File: src/rtl/lin_wkup_pkg.sv
// Package: shared constants and the wake-up pattern lookup for the LIN
// wake-up transmitter. Assumes an 8-bit character and two pattern types.
package lin_wkup_pkg;

    localparam int WK_CHAR_W = 8;

    typedef enum logic {
        WK_FIVE_DOM  = 1'b0,
        WK_EIGHT_DOM = 1'b1
    } wk_type_e;

    // Returns the wake-up byte for a pattern type.
    function automatic logic [WK_CHAR_W-1:0] wake_char(input wk_type_e kind);
        logic [WK_CHAR_W-1:0] ch;
        case (kind)
            WK_EIGHT_DOM: ch = 8'h80;
            default:      ch = 8'hF0;
        endcase
        return ch;
    endfunction

endpackage

File: src/rtl/wkup_launch.sv
// Launch gate: accepts a start command only while no frame is in flight,
// and samples the type select at that moment to pick the character.
// Assumes start_i is a one-cycle pulse.
module wkup_launch
    import lin_wkup_pkg::*;
(
    input  logic                 start_i,
    input  logic                 type_sel_i,
    input  logic                 busy_i,
    output logic                 load_o,
    output logic [WK_CHAR_W-1:0] char_o
);

    // Gate the start and choose the pattern byte.
    always_comb begin
        load_o = start_i && !busy_i;
        char_o = wake_char(wk_type_e'(type_sel_i));
    end

endmodule

File: src/rtl/wkup_serializer.sv
// Frame serializer: loads start bit, data and stop bits into a shift
// register and shifts one bit out per baud tick, LSB first. The line
// bit is the register's low bit, so it is glitch-free. It idles high
// because the register fills with ones. Assumes baud_tick_i is a
// one-cycle pulse.
module wkup_serializer #(
    parameter int CHAR_W    = 8,
    parameter int STOP_BITS = 1,
    localparam int FRAME_W  = CHAR_W + 1 + STOP_BITS,
    localparam int CNT_W    = $clog2(FRAME_W)
) (
    input  logic              clk,
    input  logic              rst_n,
    input  logic              load_i,
    input  logic [CHAR_W-1:0] char_i,
    input  logic              baud_tick_i,
    output logic              txd_o,
    output logic              busy_o,
    output logic              finish_o,
    output logic [CNT_W-1:0]  bit_idx_o
);

    localparam logic [CNT_W-1:0] LAST_IDX = CNT_W'(FRAME_W - 1);

    logic [FRAME_W-1:0] shreg_q;
    logic [CNT_W-1:0]   idx_q;
    logic               busy_q;
    logic               last_bit;

    // Flag the tick that ends the final stop bit.
    always_comb begin
        last_bit = (idx_q == LAST_IDX);
        finish_o = busy_q && baud_tick_i && last_bit;
    end

    // Load a frame on launch, shift one bit per tick while busy.
    always_ff @(posedge clk) begin
        if (!rst_n) begin
            shreg_q <= '1;
            idx_q   <= '0;
            busy_q  <= 1'b0;
        end else if (load_i) begin
            shreg_q <= {{STOP_BITS{1'b1}}, char_i, 1'b0};
            idx_q   <= '0;
            busy_q  <= 1'b1;
        end else if (busy_q && baud_tick_i) begin
            shreg_q <= {1'b1, shreg_q[FRAME_W-1:1]};
            if (last_bit) begin
                idx_q  <= '0;
                busy_q <= 1'b0;
            end else begin
                idx_q <= idx_q + 1'b1;
            end
        end
    end

    assign txd_o     = shreg_q[0];
    assign busy_o    = busy_q;
    assign bit_idx_o = idx_q;

endmodule

File: src/rtl/wkup_status_flag.sv
// Sticky completion flag: set by frame completion, cleared by command.
// When both arrive in the same cycle, the set wins.
module wkup_status_flag (
    input  logic clk,
    input  logic rst_n,
    input  logic set_i,
    input  logic clr_i,
    output logic flag_o
);

    logic flag_q;

    // Hold the flag; set has priority over clear.
    always_ff @(posedge clk) begin
        if (!rst_n) begin
            flag_q <= 1'b0;
        end else if (set_i) begin
            flag_q <= 1'b1;
        end else if (clr_i) begin
            flag_q <= 1'b0;
        end
    end

    assign flag_o = flag_q;

endmodule

File: src/rtl/lin_wakeup_tx.sv
// LIN wake-up transmitter top: on an accepted start it sends one fixed
// wake-up character on TXD at the baud-tick rate, then raises a sticky
// completion flag. Assumes an external baud-tick source and one-cycle
// command pulses. Synchronous active-low reset.
module lin_wakeup_tx
    import lin_wkup_pkg::*;
#(
    parameter int STOP_BITS = 1,
    localparam int FRAME_W  = WK_CHAR_W + 1 + STOP_BITS,
    localparam int CNT_W    = $clog2(FRAME_W)
) (
    input  logic clk,
    input  logic rst_n,
    input  logic start_i,
    input  logic type_sel_i,
    input  logic baud_tick_i,
    input  logic clr_status_i,
    output logic txd_o,
    output logic done_o
);

    logic                 busy_w;
    logic                 load_w;
    logic                 finish_w;
    logic [WK_CHAR_W-1:0] char_w;
    logic [CNT_W-1:0]     bit_idx_w;

    wkup_launch i_launch (
        .start_i    (start_i),
        .type_sel_i (type_sel_i),
        .busy_i     (busy_w),
        .load_o     (load_w),
        .char_o     (char_w)
    );

    wkup_serializer #(
        .CHAR_W    (WK_CHAR_W),
        .STOP_BITS (STOP_BITS)
    ) i_ser (
        .clk         (clk),
        .rst_n       (rst_n),
        .load_i      (load_w),
        .char_i      (char_w),
        .baud_tick_i (baud_tick_i),
        .txd_o       (txd_o),
        .busy_o      (busy_w),
        .finish_o    (finish_w),
        .bit_idx_o   (bit_idx_w)
    );

    wkup_status_flag i_flag (
        .clk    (clk),
        .rst_n  (rst_n),
        .set_i  (finish_w),
        .clr_i  (clr_status_i),
        .flag_o (done_o)
    );

endmodule

File: config.mk
export PLATFORM = sky130hd
export DESIGN_NAME = lin_wakeup_tx
export DESIGN_NICKNAME = d
export VERILOG_FILES = /design/src/rtl/lin_wkup_pkg.sv /design/src/rtl/wkup_launch.sv /design/src/rtl/wkup_serializer.sv /design/src/rtl/wkup_status_flag.sv /design/src/rtl/lin_wakeup_tx.sv
export SDC_FILE = /design/constraint.sdc
export NUM_CORES = 1
export LEC_CHECK = 0
export BUFFER_PORTS_ARGS = -buffer_cell sky130_fd_sc_hd__buf_2
export CORE_MARGIN = 3
export CORE_UTILIZATION = 30
export CTS_BUF_LIST = sky130_fd_sc_hd__clkbuf_4 sky130_fd_sc_hd__clkbuf_8 sky130_fd_sc_hd__clkbuf_16
export DETAILED_ROUTE_END_ITERATION = 16
export SKIP_CTS_REPAIR_TIMING = 1
export SLEW_MARGIN = 30
export SYNTH_ARGS = -nofsm -noshare
export SYNTH_HDL_FRONTEND = slang
export SYNTH_SLANG_ARGS = --single-unit
File: constraint.sdc
create_clock -name clk -period 1.3 [get_ports clk]
set_input_delay 0.13 -clock clk [delete_from_list [all_inputs] [get_ports clk]]
set_output_delay 0.13 -clock clk [all_outputs]
set_load 0.02 [all_outputs]
Word level (Yosys, flattened, before mapping)
Index checks and enable logic that the tools add are counted.
W data, S select, Z words.
{"block": "word_totals", "register_bits": 15, "output_inout_bits": 2, "word_cells": 25}
{"block": "classes", "addsub": 1, "eq_ne": 1, "muxes": 9, "bitwise": 1, "reduce_logical": 9}
{"cell": "$mux W9", "count": 2}
{"cell": "$mux W7", "count": 1}
{"cell": "$reduce_bool A2 Y1", "count": 3}
{"cell": "$mux W1", "count": 5}
{"cell": "$add A4 B1 Y4 const B", "count": 1}
{"cell": "$eq A4 B4 Y1 const B", "count": 1}
{"cell": "$mux W4", "count": 1}
{"cell": "$logic_and A1 B1 Y1", "count": 3}
{"cell": "$reduce_and A2 Y1", "count": 1}
{"cell": "$reduce_or A2 Y1", "count": 1}
{"cell": "$logic_not A1 Y1", "count": 1}
{"cell": "$not A1 Y1", "count": 1}

Logic depth before layout (Yosys ltp)
{"block": "logic_depth", "ltp_word": 4, "depth_mapped": 5, "ltp_nobuf": 3}

By module
A second synthesis with hierarchy kept.
{"block": "unflattened", "hier_cells": 87, "hier_area_um2": 775.7}
{"mod": "wkup_serializer", "n_inst": 1, "cells_each": 73, "area_per_inst_um2": 656.9, "seq_area_each_um2": 280.3}
{"mod": "wkup_launch", "n_inst": 1, "cells_each": 11, "area_per_inst_um2": 77.6, "seq_area_each_um2": 0.0}
{"mod": "wkup_status_flag", "n_inst": 1, "cells_each": 3, "area_per_inst_um2": 41.3, "seq_area_each_um2": 20.0}

Worst setup path after synthesis
No wires, ideal clock.
{"block": "synth_path", "kind": "reg-to-reg", "start": "register i_ser.busy_q, in the netlist i_ser.busy_o", "end": "register i_ser.idx_q[1], in the netlist i_ser.bit_idx_o[1]", "arrival_time_ps": 973, "setup_slack_ps": 261, "stages_incl_launch_ff": 5, "period_less_slack_ps": 1039, "cell_sequence": "dfxtp_1 > buf_6 > nand3_2 > or3_1 > a21oi_2"}
{"block": "synth_between", "elab_chain_cells": 3, "elab_cells_between_ends": 4, "classes_between": "reduce/logical (4)"}
{"item": "start: declaration", "line_no": "wkup_serializer.sv:27", "rtl": "logic busy_q;"}
{"item": "start signal: assignment", "line_no": "wkup_serializer.sv:41", "rtl": "busy_q <= 1'b0;"}
{"item": "start signal: assignment", "line_no": "wkup_serializer.sv:45", "rtl": "busy_q <= 1'b1;"}
{"item": "start signal: assignment", "line_no": "wkup_serializer.sv:50", "rtl": "busy_q <= 1'b0;"}
{"item": "$logic_not A1 Y1", "line_no": "wkup_launch.sv:16", "rtl": "load_o = start_i && !busy_i;"}
{"item": "$logic_and A1 B1 Y1", "line_no": "wkup_launch.sv:16"}
{"item": "$reduce_or A2 Y1 (no source line)"}
{"item": "end signal: assignment", "line_no": "wkup_serializer.sv:52", "rtl": "idx_q <= idx_q + 1'b1;"}
{"item": "end: declaration", "line_no": "wkup_serializer.sv:26", "rtl": "logic [CNT_W-1:0] idx_q;"}
Parallel ways exist; a longest one is shown, timed or not.
A chain may end at the register's enable or synchronous reset.

Final worst setup path
Ends and elaborated chain as after synthesis.

==> impl_metrics.csv <==
group,metric,value,unit
cells_and_area,antenna_cells_inserted,0,
global_route,grt_antenna_before_repair,0,
floorplanning,design.portCount,8,
sta,worst_clock_skew,5.36,ps
cells_and_area,fin_nets,78,
global_route,grt_pass1_wl,1860,um
placed_design,dp_hpwl,773,um
route,drt_first_pass_iters,4,
setup_path,cp_data_required_time,1520,ps
route,route.detailed.drc,0,
route,avgViaCountPerCell,4.66,
global_route,grt_pass1_vias,444,
floorplanning,design.core.area,1760,um2
sta,final-setup-viol-count,0,
route,first_iter_violations,8,
placed_design,portBuffers,7,
cts,cts_root_buf,"sky130_fd_sc_hd__clkbuf_4",
floorplanning,starting_density_of_the_core,32.6,%
setup_path,critical_path.startpoint_type,"flop",
logic_synthesis,ys_seq_area_share,48.7,%
cts,max-clock-path-buffers,2,
logic_synthesis,ys_warnings,0,
power_and_ir_drop,power.internal,0.000599,W
cells_and_area,final_cell_mix,"sky130_fd_sc_hd__dfxtp_1 (14), sky130_fd_sc_hd__nand2_1 (10), sky130_fd_sc_hd__buf_2 (7)",
sta,max_slew_margin,81.0,%
power_and_ir_drop,power_density,1210,nW/um2
power_and_ir_drop,comb_power_share,10.3,%
cts,clk_pin_slew_worst_paths,80,ps
flow_run,maxCapViolCount,0,
setup_path,crit_path_max_fanout,9,
power_and_ir_drop,fin_total_pwr,0.000791,W
min_path,worst_hold_path_type,"in -> reg",
cells_and_area,drive_above_1_share,18.6,%
logic_synthesis,netlist_instances,62,
power_and_ir_drop,pwr-share-clk,29.9,%
cells_and_area,commonest_non_fill_non_tap_cell_in_the_layout,"sky130_fd_sc_hd__dfxtp_1",
logic_synthesis,synth.avg_cell_area,9.28,um2
route,drt.antenna.violating_nets,0,
cells_and_area,areaGrowthSynthToFinish,13.3,%
power_and_ir_drop,worst_voltage_drop_across_the_vdd_grid,0.569,mV
cts,clock-sinks,14,
route,final_wirelength,1050,um
cts,insertion_delay_of_the_later_clocked_pin_in_the_worst_skew_pair,280,ps
global_route,gr-usage-all-layers,9.88,%
placed_design,finalWeightedCongestion,0.737,
sta,clock.fmax,826,MHz
logic_synthesis,mappedNetlistNets,68,
cts,cts-buffers-inserted,3,
sta,slew_viol_final,0,
global_route,overflow,0,
floorplanning,fp-row-count,15,
setup_path,worstSetupEndpointType,"flop",
setup_path,criticalPathCategory,"reg -> reg",
outcome,outcome,"finished clean",
floorplanning,die-area,2480,um2
sta,min_period_over_period,93.1,%
cts,tritoncts,"done",
sta,timing.setup.tns,0,ps
floorplanning,die_width,49.8,um
floorplanning,fp.dieH,49.8,um
global_route,grt_max_degree,12,
setup_path,timing.critical_path.arrival,1430,ps
power_and_ir_drop,static-leakage-power,0.255,nW
power_and_ir_drop,net-switching-power,0.000191,W
logic_synthesis,synthDistinctLibCells,27,
power_and_ir_drop,power_switching_share,24.2,%
logic_synthesis,yosys_register_bits,14,
power_and_ir_drop,seqPwrFrac,59.8,%
sta,hold_violation_count_in_the_final_report,0,
cells_and_area,fillCellCount,208,
cts,cts-htree-levels,1,
sta,period_needed,1210,ps
route,detailroute.via_count,443,
sta,rsz0062_at_grt,"false",
sta,tightest_slew,284,ps
route,wl_per_cell,11.0,um
sta,finalHoldWorstSlack,108,ps
logic_synthesis,synth_area,576,um2
[worst max-delay path, cell delays in order (launching register included)]
cell                      delay, ps
sky130_fd_sc_hd__dfxtp_1        490
sky130_fd_sc_hd__nand3_2        160
sky130_fd_sc_hd__or3_1          380
sky130_fd_sc_hd__a21oi_2        120
[path summary, 6_finish.rpt]
path               startpoint            endpoint  slack [ps]  cells past startpoint
max reg2reg      i_ser.busy_o  i_ser.bit_idx_o[1]          90                      3
max              i_ser.busy_o  i_ser.bit_idx_o[1]          90                      3
min reg2reg  i_ser.shreg_q[3]    i_ser.shreg_q[3]         480                      2
min                type_sel_i    i_ser.shreg_q[6]         110                      2
[cell families (layout without fill, tap and decap cells)]
kind of cell / Yosys count / count (layout) / share of synthesized area, %
buffers and inverters: 3 / 11 / 3.48
DFF: 14 / 14 / 48.7
and+or+nand+nor: 27 / 27 / 24.4
AOI/OAI and AO/OA: 15 / 15 / 18.7
xor gates and xnor gates: 2 / 2 / 3.04
muxes: 1 / 1 / 1.74
[sequential cells by signal (all words and copies together), names as in the netlist]
register	cells
i_ser.busy_o	1
i_ser.bit_idx_o	4
i_flag.flag_o	1
i_ser.shreg_q	8
[power groups by stage]
stage	combinational (W)	sequential, W	clock, W
after floorplan	0.0000605	0.000479	0
after global placement	0.0000812	0.000481	0
after detailed placement	0.0000828	0.000482	0
after CTS	0.0000827	0.000472	0.000246
after global routing	0.0000925	0.000476	0.000270
final	0.0000813	0.000473	0.000237
[per-stage QoR]
step                worst slack [ps]  cells  util, %  instance area (um2)
finish                          89.4     95     37.0                  652
global route                    25.0     95     37.0                  652
CTS                             94.8     95     37.0                  652
detailed placement               114     92     35.7                  629
global placement                 173     92     35.7                  629
floorplan                        261     62        -                  576
[final cells by class]
type	instances	area, um2	area share [%]
repair buffers	8	42.5	6.53
clock buffers	3	22.5	3.45
multi-input cells	45	275	42.2
flip-flops and latches	14	280	43.0
well taps	25	31.3	4.80
[cells in the mapped netlist]
cell type	instances	area (um2)
sky130_fd_sc_hd__a211oi_1	1	7.51
sky130_fd_sc_hd__a21oi_1	1	5.00
sky130_fd_sc_hd__a21oi_2	1	8.76
sky130_fd_sc_hd__a22oi_1	5	37.5
sky130_fd_sc_hd__and2_1	2	12.5
sky130_fd_sc_hd__and3_1	1	6.26
sky130_fd_sc_hd__buf_2	1	5.00
sky130_fd_sc_hd__buf_6	1	11.3
sky130_fd_sc_hd__clkbuf_1	1	3.75
sky130_fd_sc_hd__dfxtp_1	14	280
sky130_fd_sc_hd__mux2i_1	1	10.0
sky130_fd_sc_hd__nand2_1	10	37.5
sky130_fd_sc_hd__nand2b_1	1	6.26
sky130_fd_sc_hd__nand3_2	1	10.0
sky130_fd_sc_hd__nand3b_1	1	7.51
sky130_fd_sc_hd__nand4_1	1	6.26
sky130_fd_sc_hd__nor2_1	4	15.0
sky130_fd_sc_hd__nor2b_1	4	25.0
sky130_fd_sc_hd__nor3b_1	1	7.51
sky130_fd_sc_hd__o2111ai_1	1	8.76
sky130_fd_sc_hd__o211ai_1	1	7.51
sky130_fd_sc_hd__o21a_1	1	7.51
sky130_fd_sc_hd__o21ai_0	3	15.0
sky130_fd_sc_hd__o2bb2a_1	1	10.0
sky130_fd_sc_hd__or3_1	1	6.26
sky130_fd_sc_hd__xnor2_1	1	8.76
sky130_fd_sc_hd__xor2_1	1	8.76
[layer usage]
layer | vias up | share of wire (%) | track usage, %
met5 | - | 0 | 0
met4 | 0 | 0 | 4.15
met3 | 0 | 5.4 | 5.14
met2 | 10 | 48 | 14.5
met1 | 201 | 47 | 12.0
li1 | 232 | - | -
Note: power is estimated with default switching activity, not from simulation.
